`src/rtl/jump_resolver_pkg.sv`:
```
package jump_resolver_pkg;

    // Jump kind encoding seen at in_kind
    typedef enum logic [1:0] {
        JMP_REL = 2'b00,
        JMP_EQZ = 2'b01,
        JMP_NEZ = 2'b10,
        JMP_ABS = 2'b11
    } jump_kind_e;

    // Output stage states
    typedef enum logic {
        RB_IDLE  = 1'b0,
        RB_ISSUE = 1'b1
    } rb_state_e;

endpackage

```
`src/rtl/jump_cond_eval.sv`:
```
module jump_cond_eval
    import jump_resolver_pkg::*;
#(
    parameter int REG_W = 32
) (
    input  jump_kind_e       kind,
    input  logic [REG_W-1:0] op0,
    output logic             taken,
    output logic             use_base
);

    logic op0_zero;

    assign op0_zero = (op0 == '0);

    always_comb begin
        unique case (kind)
            JMP_REL: begin
                taken    = 1'b1;
                use_base = 1'b0;
            end
            JMP_EQZ: begin
                taken    = op0_zero;
                use_base = 1'b0;
            end
            JMP_NEZ: begin
                taken    = !op0_zero;
                use_base = 1'b0;
            end
            JMP_ABS: begin
                taken    = 1'b1;
                use_base = 1'b1;
            end
            default: begin
                taken    = 1'b0;
                use_base = 1'b0;
            end
        endcase
    end

endmodule

```
`src/rtl/jump_target_calc.sv`:
```
module jump_target_calc #(
    parameter int ADDR_W = 32,
    parameter int REG_W  = 32,
    parameter int IMM_W  = 18
) (
    input  logic [ADDR_W-1:0] pc,
    input  logic [REG_W-1:0]  op0,
    input  logic [IMM_W-1:0]  imm,
    input  logic              use_base,
    output logic [ADDR_W-1:0] target
);

    logic [ADDR_W-1:0] imm_ext;
    logic [ADDR_W-1:0] base_addr;
    logic [ADDR_W-1:0] rel_addr;

    // Signed cast widens with sign extension, or truncates when narrower
    assign imm_ext   = ADDR_W'($signed(imm));
    assign base_addr = ADDR_W'(op0);
    assign rel_addr  = pc + imm_ext;
    assign target    = use_base ? base_addr : rel_addr;

endmodule

```
`src/rtl/rollback_issue.sv`:
```
module rollback_issue
    import jump_resolver_pkg::*;
#(
    parameter int ADDR_W = 32,
    parameter int TID_W  = 3,
    parameter int SB_W   = 64
) (
    input  logic              clk,
    input  logic              rst_n,
    input  logic              fire,
    input  logic [TID_W-1:0]  fire_thread,
    input  logic [ADDR_W-1:0] fire_target,
    input  logic [SB_W-1:0]   fire_sb,
    output logic              rb_valid,
    output logic [TID_W-1:0]  rb_thread,
    output logic [ADDR_W-1:0] rb_pc,
    output logic [SB_W-1:0]   rb_scoreboard
);

    rb_state_e state_q, state_d;

    // Next-state selection: ENTER, REPEAT, RETIRE, STAY
    always_comb begin
        unique case (state_q)
            RB_IDLE:  state_d = fire ? RB_ISSUE : RB_IDLE;
            RB_ISSUE: state_d = fire ? RB_ISSUE : RB_IDLE;
            default:  state_d = RB_IDLE;
        endcase
    end

    // State register
    always_ff @(posedge clk) begin
        if (!rst_n) begin
            state_q <= RB_IDLE;
        end else begin
            state_q <= state_d;
        end
    end

    // Payload registers: load only on a taken jump, hold otherwise
    always_ff @(posedge clk) begin
        if (!rst_n) begin
            rb_thread     <= '0;
            rb_pc         <= '0;
            rb_scoreboard <= '0;
        end else if (fire) begin
            rb_thread     <= fire_thread;
            rb_pc         <= fire_target;
            rb_scoreboard <= fire_sb;
        end
    end

    // Output decode from state
    always_comb begin
        unique case (state_q)
            RB_ISSUE: rb_valid = 1'b1;
            default:  rb_valid = 1'b0;
        endcase
    end

endmodule

```
`src/rtl/jump_resolver.sv`:
```
module jump_resolver
    import jump_resolver_pkg::*;
#(
    parameter int THREADS = 8,
    parameter int ADDR_W  = 32,
    parameter int REG_W   = 32,
    parameter int IMM_W   = 18,
    parameter int SB_W    = 64,
    localparam int TID_W  = (THREADS > 1) ? $clog2(THREADS) : 1
) (
    input  logic              clk,
    input  logic              rst_n,
    input  logic              in_valid,
    input  logic [1:0]        in_kind,
    input  logic [TID_W-1:0]  in_thread,
    input  logic [ADDR_W-1:0] in_pc,
    input  logic [REG_W-1:0]  in_op0,
    input  logic [REG_W-1:0]  in_op1,
    input  logic [SB_W-1:0]   in_scoreboard,
    output logic              rb_valid,
    output logic [TID_W-1:0]  rb_thread,
    output logic [ADDR_W-1:0] rb_pc,
    output logic [SB_W-1:0]   rb_scoreboard
);

    jump_kind_e        kind;
    logic              cond_taken;
    logic              use_base;
    logic              fire;
    logic [ADDR_W-1:0] target;

    assign kind = jump_kind_e'(in_kind);
    assign fire = in_valid && cond_taken;

    jump_cond_eval #(
        .REG_W (REG_W)
    ) u_cond (
        .kind     (kind),
        .op0      (in_op0),
        .taken    (cond_taken),
        .use_base (use_base)
    );

    jump_target_calc #(
        .ADDR_W (ADDR_W),
        .REG_W  (REG_W),
        .IMM_W  (IMM_W)
    ) u_target (
        .pc       (in_pc),
        .op0      (in_op0),
        .imm      (in_op1[IMM_W-1:0]),
        .use_base (use_base),
        .target   (target)
    );

    rollback_issue #(
        .ADDR_W (ADDR_W),
        .TID_W  (TID_W),
        .SB_W   (SB_W)
    ) u_issue (
        .clk           (clk),
        .rst_n         (rst_n),
        .fire          (fire),
        .fire_thread   (in_thread),
        .fire_target   (target),
        .fire_sb       (in_scoreboard),
        .rb_valid      (rb_valid),
        .rb_thread     (rb_thread),
        .rb_pc         (rb_pc),
        .rb_scoreboard (rb_scoreboard)
    );

endmodule

```
`config.mk`:
```
export PLATFORM = sky130hd
export DESIGN_NAME = jump_resolver
export DESIGN_NICKNAME = d
export VERILOG_FILES = /design/src/rtl/jump_resolver_pkg.sv /design/src/rtl/jump_cond_eval.sv /design/src/rtl/jump_target_calc.sv /design/src/rtl/rollback_issue.sv /design/src/rtl/jump_resolver.sv
export SDC_FILE = /design/constraint.sdc
export NUM_CORES = 1
export LEC_CHECK = 0
export BUFFER_PORTS_ARGS = -buffer_cell sky130_fd_sc_hd__buf_2
export CORE_MARGIN = 5
export CORE_UTILIZATION = 52
export CTS_BUF_LIST = sky130_fd_sc_hd__clkbuf_16
export CTS_CLUSTER_DIAMETER = 150
export CTS_CLUSTER_SIZE = 12
export DETAILED_ROUTE_END_ITERATION = 7
export GPL_TIMING_DRIVEN = 1
export MAX_ROUTING_LAYER = met4
export PLACE_DENSITY = 0.88
export REMOVE_ABC_BUFFERS = 1
export SETUP_SLACK_MARGIN = 0.1
export SYNTH_ARGS = -nofsm -noshare
export SYNTH_HDL_FRONTEND = slang
export SYNTH_HIERARCHICAL = 1
export SYNTH_SLANG_ARGS = --single-unit
```
`constraint.sdc`:
```
create_clock -name clk -period 7.9 [get_ports clk]
set_input_delay 1.185 -clock clk [delete_from_list [all_inputs] [get_ports clk]]
set_output_delay 1.185 -clock clk [all_outputs]
set_load 0.005 [all_outputs]
```
=== Word level (Yosys, flattened, before mapping) ===
Cells that the tools add are included.

* Register bits after elaboration: 100
* Logic and storage cells: 19
* Output and inout port bits: 100
* Input bits: 168
* Memories: 0
* Bits in read-only memories: 0
* Memory bits (writable): 0
* Latch bits: 0

* Reductions and logical operators: 6
* Order comparisons: 0
* Bitwise logic cells: 0
* Divide/modulo/power cells: 0
* Shift-type cells: 0
* Mux-type cells: 5
* $add $sub $neg: 1
* $mul: 0
* Equality and inequality tests: 3

{| class="wikitable"
|+ Operators by type and width
! kind !! count
|-
| $add A32 B32 Y32 || 1
|-
| $logic_not A32 Y1 || 1
|-
| $mux W32 || 1
|-
| $eq A2 B2 Y1 const B || 2
|-
| $pmux W1 S3 || 1
|-
| $reduce_or A3 Y1 || 1
|-
| $eq A2 B1 Y1 const B || 1
|-
| $logic_not A2 Y1 || 1
|-
| $mux W1 || 2
|-
| $pmux W1 S2 || 1
|-
| $reduce_or A2 Y1 || 1
|-
| $logic_and A1 B1 Y1 || 1
|-
| $logic_not A1 Y1 || 1
|}

=== Depth between registers and ports, before layout ===
Gate-level depths: netlist of run 1.

* Depth in word-level cells: 5
* Depth in mapped cells: 12
* Gate-level depth less buffers: 12

=== Cells and area by module ===
The synthesis of run 1 kept the hierarchy.

{| class="wikitable"
|+ Modules (own cells, without submodules)
! module !! cells an instance !! area each (um2) !! seq. area each (um2) !! times used
|-
| rollback_issue || 321 || 3831.2 || 2001.9 || 1
|-
| jump_target_calc || 308 || 2008.2 || 0.0 || 1
|-
| jump_cond_eval || 19 || 135.1 || 0.0 || 1
|-
| jump_resolver || 1 || 6.3 || 0.0 || 1
|}

=== Worst setup path before layout of run 1 ===
OpenSTA, ideal clock, no wires.

* Kind: input to register
* Start: in in_pc[0]
* End: reg u_issue.rb_pc[26]
* Required time: 7.835 ns
* Cell stages on the path: 12
* Setup time: 0.065 ns
* Arrival: 3.265 ns
* Setup slack: 4.570 ns
* Buffers on the path: 0
* Path through: ha_1 -> fa_1 -> a21oi_1 -> o211ai_1 -> a41oi_1 -> o21ai_1 -> a31oi_1 -> o21ai_0 -> xnor2_1 -> o21ai_0 -> mux2i_1 -> nor2b_1

* Word-level cells in the longest chain between the ends: 2

{| class="wikitable"
|+ RTL lines
! item !! RTL line !! source
|-
| from (decl) || jump_resolver.sv:16 || <nowiki>input logic [ADDR_W-1:0] in_pc,</nowiki>
|-
| $add A32 B32 Y32 || jump_target_calc.sv:20 || <nowiki>assign rel_addr = pc + imm_ext;</nowiki>
|-
| $mux W32 || jump_target_calc.sv:21 || <nowiki>assign target = use_base ? base_addr : rel_addr;</nowiki>
|-
| named net target[26] || jump_resolver.sv:30 || <nowiki>logic [ADDR_W-1:0] target;</nowiki>
|-
| to (signal assigned) || rollback_issue.sv:48 || <nowiki>rb_pc <= fire_target;</nowiki>
|-
| to (decl) || rollback_issue.sv:16 || <nowiki>output logic [ADDR_W-1:0] rb_pc,</nowiki>
|}

The timed path passes the listed nets, and every way through them passes these cells.
A chain may end at the register's enable or synchronous reset.

=== Final worst setup path of run 1 ===
* Start: in in_op0[1]
* End: reg u_issue.rb_scoreboard[63]

* Word-level cells in the longest chain between the ends: 4

{| class="wikitable"
|+ RTL lines
! item !! RTL line !! source
|-
| from (decl) || jump_resolver.sv:17 || <nowiki>input logic [REG_W-1:0] in_op0,</nowiki>
|-
| $logic_not A32 Y1 (*) || jump_cond_eval.sv:14 || <nowiki>assign op0_zero = (op0 == '0);</nowiki>
|-
| $logic_not A1 Y1 || jump_cond_eval.sv:27 || <nowiki>taken = !op0_zero;</nowiki>
|-
| $pmux W1 S3 (*) || jump_cond_eval.sv:17 || <nowiki>unique case (kind)</nowiki>
|-
| named net cond_taken || jump_resolver.sv:27 || <nowiki>logic cond_taken;</nowiki>
|-
| $logic_and A1 B1 Y1 (*) || jump_resolver.sv:33 || <nowiki>assign fire = in_valid && cond_taken;</nowiki>
|-
| named net fire || jump_resolver.sv:29 || <nowiki>logic fire;</nowiki>
|-
| to (signal assigned) || rollback_issue.sv:49 || <nowiki>rb_scoreboard <= fire_sb;</nowiki>
|-
| to (decl) || rollback_issue.sv:17 || <nowiki>output logic [SB_W-1:0] rb_scoreboard</nowiki>
|}

The timed path passes the listed nets; every way through them passes the cells marked *.

==> results of run 1 <==
==> layer usage <==
metal	GRT usage [%]	share of wire, %	vias up
met5	-	0	-
met4	9.79	2.4	0
met3	6.02	8.8	28
met2	40.8	48	212
met1	27.4	40	2511
li1	-	-	2739
==> power by group through the flow <==
| stage | logic (mW) | registers (mW) | clock network, mW |
|---|---|---|---|
| after CTS | 0.363 | 0.558 | 0.491 |
| after detailed placement | 0.362 | 0.569 | 0 |
| after global routing | 0.402 | 0.563 | 0.513 |
| final | 0.363 | 0.558 | 0.480 |
| after global placement | 0.353 | 0.567 | 0 |
| after floorplan | 0.237 | 0.572 | 0 |
==> stage by stage <==
stage	std cells	power (mW)	instance area [um2]
floorplan	612	0.809	5710
global placement	1010	0.920	7170
detailed placement	1010	0.930	7170
CTS	1026	1.41	7510
global route	1027	1.48	7510
finish	1027	1.40	7510
==> logic make-up after synthesis <==
logic type	Yosys count
AOI/OAI and AO/OA	131
xor gates and xnor gates	30
adders and majority gates	35
buffers and inverters	48
DFF	100
muxes	103
and+or+nand+nor	202
==> cells in the final DEF (no fill, tap or decap), types with 3 or more instances in the layout <==
cell type / Yosys / routed
nor4_1: 8 / 8
buf_2: 3 / 253
o21ai_1: 6 / 6
nand4_1: 5 / 5
clkbuf_16: 0 / 9
nor2b_1: 100 / 100
o31ai_1: 3 / 3
dfxtp_1: 100 / 100
nor2_1: 18 / 18
mux2_2: 4 / 4
a21o_1: 17 / 17
ha_1: 34 / 33
o21bai_1: 4 / 4
a31oi_1: 4 / 4
clkinv_8: 0 / 3
nand2_1: 49 / 49
xnor2_1: 20 / 20
nand3_1: 6 / 6
xor2_1: 10 / 10
a21oi_1: 38 / 38
o21ai_0: 38 / 38
o21a_1: 3 / 3
inv_1: 11 / 11
mux2i_1: 99 / 99
==> final cells by class <==
cell class	instances	area, um2	area share (%)
multi-input cells	501	3670	48.9
diodes	1	2.50	0.0333
clock inverters	7	106	1.42
inverters	11	41.3	0.550
flip-flops and latches	100	2000	26.7
well taps	143	179	2.38
repair buffers	255	1280	17.1
clock buffers	9	225	3.00
==> path summary, 6_finish.rpt <==
kind | endpoint | cells after the start
hold / removal | u_issue/rb_pc[16]$_SDFFE_PN0P_ | 2
hold reg to reg | u_issue/rb_pc[16]$_SDFFE_PN0P_ | 2
setup reg to reg | u_issue/rb_scoreboard[48]$_SDFFE_PN0P_ | 2
setup / recovery | u_issue/rb_scoreboard[63]$_SDFFE_PN0P_ | 9
==> critical path: stages <==
cell     delay, ns
buf_2         0.11
nor4_1        0.43
nand4_1       0.24
o21a_1        0.22
a21oi_1       0.11
and2_4        0.72
buf_4         0.81
mux2i_1       0.31
nor2b_1       0.07
==> registers in the layout, summed over array words and instances, names as in the netlist <==
signal,count
u_issue/rb_scoreboard,64
u_issue/rb_pc,32
u_issue/rb_thread,3
u_issue/state_q,1
==> reports/results.tsv, run 1 <==
stage	metric	value	unit
layout	drive_gt1_share	32.5	%
cts	cts.repair.resized	0	
timing	setup_viol	0	
synthesis	avgSynthCellArea	9.22	um2
worst_setup_path	cp-start-kind	input port	
cts	cts-buffers-inserted	9	
placement	dp_hpwl	12900	um
timing	setup_ws	3.91	ns
cts	cts_tree	done	
timing	fin_crit_sh	50.5	%
power_and_ir_drop	clockPowerShare	34.3	%
floorplan	coreArea	11400	um2
layout	syn_to_final_growth	25.5	%
routing	viasPerCell	5.35	
synthesis	yosysTopAreaCell	dfxtp_1	
worst_setup_path	cp_max_fo	54	
synthesis	syn_area	5980	um2
timing	skew	0	ns
timing	fmax	0.250	GHz
routing	drt_iter0_drc	314	
synthesis	synth_cell_types	50	
synthesis	synth_top_family_by_area	simple AND/OR/NAND/NOR gates	
worst_setup_path	rr_startpoint	u_issue/rb_scoreboard[48]$_SDFFE_PN0P_	
routing	drtAntennaViolNets	0	
routing	postRouteWirelength	16700	um
global_routing	grt_max_degree	101	
synthesis	synth_mux_area_share	17.3	%
cts	post_cts_buffers	0	
cts	htree_num_levels	3	
timing	slew_violations	0	
routing	drt_first_pass_iters	5	
power_and_ir_drop	seqPwrFrac	39.8	%
cts	clock_latency	0.36	ns
synthesis	synth_xor_area_share	4.39	%
cts	path_clk_slew	0.08	ns
timing	worstMarginPinSlew	1.06	ns
worst_setup_path	arrival	4.24	ns
floorplan	die_w	117	um
synthesis	synth_edf_count	0	
synthesis	synth.area.top_cells	dfxtp_1, mux2i_1, nor2b_1	
worst_setup_path	crit_path_end_kind	flip-flop	
routing	num_vias	5490	
synthesis	synthAdderAreaFrac	7.45	%
synthesis	ys.flop_type	dfxtp_1	
power_and_ir_drop	combPwrFrac	25.9	%
synthesis	ys_ff_latch	100	
synthesis	synth_compound_area_share	13.4	%
power_and_ir_drop	power.density	187	nW/um2
layout	nets	1081	
power_and_ir_drop	power.internal	0.973	mW
floorplan	pin_count	268	
worst_setup_path	critPathLaunch	in_op0[1]	
cts	cts_sinks	100	
global_routing	antenna_found_initial	1	
synthesis	ys_seq_area_share	33.5	%
synthesis	yosys-top-cells-count	dfxtp_1, nor2b_1, mux2i_1, nand2_1	
timing	rsz0062_at_grt	no	
global_routing	first_global_vias	5321	
global_routing	grt.total_usage	24.2	%
placement	gp_congestion	0.888	
timing	setup_tns	0	ns
power_and_ir_drop	p_leak	3.52	nW
routing	avgRoutedWirePerCell	16.3	um
floorplan	die-height	117	um
timing	finalCriticalPeriod	3.99	ns
hold_path	hold_start	u_issue/rb_pc[16]$_SDFFE_PN0P_	
cts	cts_buffer_depth	2	
global_routing	grt_pass1_wl	25200	um
synthesis	async_reset_ff_share	0	%
flow_run	cap_violations	0	
worst_setup_path	regToRegSetupSlack	7.24	ns
synthesis	synth_top_area_share	33.5	%
worst_setup_path	path_class	input port to flip-flop	
timing	slew_headroom	29.3	%
cts	cts_root_buffer	clkbuf_16	
synthesis	synth_simple_gate_area_share	18.7	%
cts	hold_buffers	0	
floorplan	dieArea	13700	um2
power_and_ir_drop	ir_drop	0.163	mV
placement	io_buffers	253	
timing	hold_viol_final	0	
layout	fillers	950	
floorplan	rows	39	
floorplan	initial_core_util	52.6	%
power_and_ir_drop	power_switching	0.428	mW
routing	drc	0	
hold_path	hp-class	flip-flop to flip-flop	
power_and_ir_drop	swShare	30.6	%
global_routing	gr-total-overflow	0	
synthesis	yosys_warnings	6	
placement	dp_slack	3.46	ns
synthesis	synthCells	649	
layout	utilization	66.0	%
worst_setup_path	required	8.15	ns
run_status	status	completed	
timing	hold_ws	0.516	ns
No activity file was read; power rests on OpenSTA's default activity.
==> run 2: changes to the inputs <==
--- a/config.mk
+++ b/config.mk
@@ -7,14 +7,14 @@
 export LEC_CHECK = 0
 export BUFFER_PORTS_ARGS = -buffer_cell sky130_fd_sc_hd__buf_2
 export CORE_MARGIN = 5
-export CORE_UTILIZATION = 52
+export CORE_UTILIZATION = 48
 export CTS_BUF_LIST = sky130_fd_sc_hd__clkbuf_16
 export CTS_CLUSTER_DIAMETER = 150
 export CTS_CLUSTER_SIZE = 12
 export DETAILED_ROUTE_END_ITERATION = 7
 export GPL_TIMING_DRIVEN = 1
 export MAX_ROUTING_LAYER = met4
-export PLACE_DENSITY = 0.88
+export PLACE_DENSITY = 0.82
 export REMOVE_ABC_BUFFERS = 1
 export SETUP_SLACK_MARGIN = 0.1
 export SYNTH_ARGS = -nofsm -noshare
==> constraint.sdc (replaced) <==
create_clock -name clk -period 3.8 [get_ports clk]
set_input_delay 0.57 -clock clk [delete_from_list [all_inputs] [get_ports clk]]
set_output_delay 0.57 -clock clk [all_outputs]
set_load 0.005 [all_outputs]
==> reports/results.tsv, run 2 (same netlist as run 1, synthesis figures left out) <==
stage	metric	value	unit	change
run_status	status	completed		
floorplan	initial_core_util	49.4	%	-3.2 points
power_and_ir_drop	power.density	380	nW/um2	+100%
layout	fillers	1079		+14%
routing	avgRoutedWirePerCell	15.7	um	-3.6%
timing	rsz0062_at_grt	no		
timing	slew_violations	0		unchanged
power_and_ir_drop	p_leak	3.53	nW	+0.37%
layout	multi_input_area	3670	um2	unchanged
layout	syn_to_final_growth	26.4	%	
routing	num_vias	5427		-1.1%
routing	drtAntennaViolNets	0		unchanged
layout	regMostFlops	u_issue/rb_scoreboard		
worst_setup_path	crit_path_end_kind	flip-flop		
floorplan	die-height	122	um	+3.7%
layout	top_regs	u_issue/rb_scoreboard x64, u_issue/rb_pc x32, u_issue/rb_thread x3		
routing	drt_first_pass_iters	5		unchanged
timing	worstMarginPinSlew	1.09	ns	+0.0344 ns
flow_run	cap_violations	0		unchanged
floorplan	die_w	122	um	+3.7%
routing	viasPerCell	5.15		-3.6%
global_routing	grt_max_degree	62		-39%
worst_setup_path	rr_startpoint	u_issue/rb_scoreboard[28]$_SDFFE_PN0P_		
global_routing	antenna_found_initial	0		-1
layout	largest_reg_flops	64		unchanged
worst_setup_path	r2r-end	u_issue/rb_scoreboard[28]$_SDFFE_PN0P_		
layout	antenna_cells	0		-1
global_routing	grt.total_usage	22.4	%	-1.7 points
worst_setup_path	path_class	input port to flip-flop		
routing	drc	0		unchanged
cts	post_cts_buffers	0		unchanged
cts	path_clk_slew	0.07	ns	about the same
worst_setup_path	r2r_cells	2		unchanged
global_routing	first_global_vias	5438		+2.2%
worst_setup_path	cp_max_fo	3		-94%
power_and_ir_drop	finalPower	2.87	mW	+100%
timing	setup_ws	0.795	ns	-3.11 ns
placement	dpl.cell_count	1037		+2.7%
cts	cts_sinks	100		unchanged
cts	cts_buffer_depth	2		unchanged
layout	drive_gt1_share	32.5	%	+0.040 points
worst_setup_path	arrival	3.24	ns	-1.00 ns
routing	postRouteWirelength	16500	um	-1.1%
timing	hold_viol_final	0		unchanged
cts	cts.repair.resized	0		unchanged
layout	regArea	2000	um2	unchanged
hold_path	hold_end	u_issue/rb_scoreboard[53]$_SDFFE_PN0P_		
floorplan	coreArea	12100	um2	+6.5%
cts	clock_latency	0.34	ns	-0.02 ns
cts	htree_num_levels	3		unchanged
worst_setup_path	regToRegSetupSlack	3.12	ns	-4.12 ns
hold_path	hold_start	in_scoreboard[53]		
timing	fmax	0.333	GHz	
global_routing	gr-total-overflow	0		unchanged
cts	hold_buffers	0		unchanged
timing	fin_crit_sh	79.1	%	
layout	layout_common_cells	buf_2, nor2b_1, dfxtp_1		
timing	skew	0	ns	unchanged
timing	setup_viol	0		unchanged
hold_path	hp-class	input port to flip-flop		
layout	final_common_cell	buf_2		
placement	dp_hpwl	13000	um	+0.48%
placement	dp_slack	0.494	ns	-2.96 ns
power_and_ir_drop	ir_drop	0.290	mV	+78%
hold_path	whs_path_depth	3		+1
routing	drt_iter0_drc	279		-11%
layout	utilization	62.4	%	-3.6 points
placement	io_buffers	253		unchanged
floorplan	dieArea	14800	um2	+7.6%
cts	cts_root_buffer	clkbuf_16		
layout	nets	1083		+0.19%
timing	hold_ws	0.481	ns	-0.0344 ns
floorplan	pin_count	268		unchanged
worst_setup_path	required	4.04	ns	-4.11 ns
cts	cts-buffers-inserted	9		unchanged
cts	cts_tree	done		
layout	layout.cells.non_filler	1053		+2.5%
global_routing	grt_pass1_wl	25900	um	+2.8%
worst_setup_path	cp-start-kind	input port		
timing	slew_headroom	27.0	%	-2.3 points
timing	finalCriticalPeriod	3.00	ns	
placement	gp_congestion	0.933		+5.0%
floorplan	rows	40		+2.6%
==> run 2: report_power, final <==
group / switching [mW] / leakage (nW) / total [mW] / internal [mW]
Sequential: 0.0358 / 0.819 / 1.16 / 1.12
Clock: 0.431 / 0.152 / 0.953 / 0.523
Combinational: 0.389 / 2.56 / 0.758 / 0.369
==> run 2: layout make-up <==
type,count,share of cell area [%]
Multi-Input combinational cell,501,48.6
Sequential cell,100,26.5
Timing Repair Buffer,257,17.5
Clock buffer,9,2.98
Tap cell,168,2.78
Clock inverter,7,1.16
Inverter,11,0.546
==> run 2: critical path, cell delays in order <==
cell      delay (ns)
buf_2           0.10
ha_1            0.22
fa_1            0.42
a21oi_1         0.25
o211ai_1        0.22
a41oi_1         0.23
o21ai_1         0.16
a31oi_1         0.40
o21ai_0         0.21
xnor2_1         0.16
o21ai_0         0.08
mux2i_1         0.17
nor2b_1         0.06
==> run 2: how the worst max path moves through the flow <==
stage          startpoint                        endpoint  slack (ns)  depth (start not counted)
6_report         in_pc[0]  u_issue/rb_pc[26]$_SDFFE_PN0P_        0.80                         13
5_1_grt          in_pc[0]  u_issue/rb_pc[26]$_SDFFE_PN0P_        0.55                         13
3_3_place_gp     in_pc[0]  u_issue/rb_pc[26]$_SDFFE_PN0P_        0.50                         13
2_1_floorplan  in_op0[26]   u_issue/rb_pc[0]$_SDFFE_PN0P_       -1.26                          7
4_1_cts          in_pc[0]  u_issue/rb_pc[26]$_SDFFE_PN0P_        0.84                         13
3_5_place_dp     in_pc[0]  u_issue/rb_pc[30]$_SDFFE_PN0P_        0.49                         13
==> run 2: per-stage QoR <==
stage | cell area, um2 | TNS, ns
6_report | 7560 | 0
2_1_floorplan | 5710 | -126.08
4_1_cts | 7560 | 0
5_1_grt | 7560 | 0
3_5_place_dp | 7250 | 0
3_3_place_gp | 7250 | 0
==> run 2: routing by layer <==
metal / wire [um] / global-route usage [%]
met4: 388 / 8.47
met5: 0 / -
met3: 1190 / 5.06
met1: 7310 / 27.5
met2: 7640 / 36.1
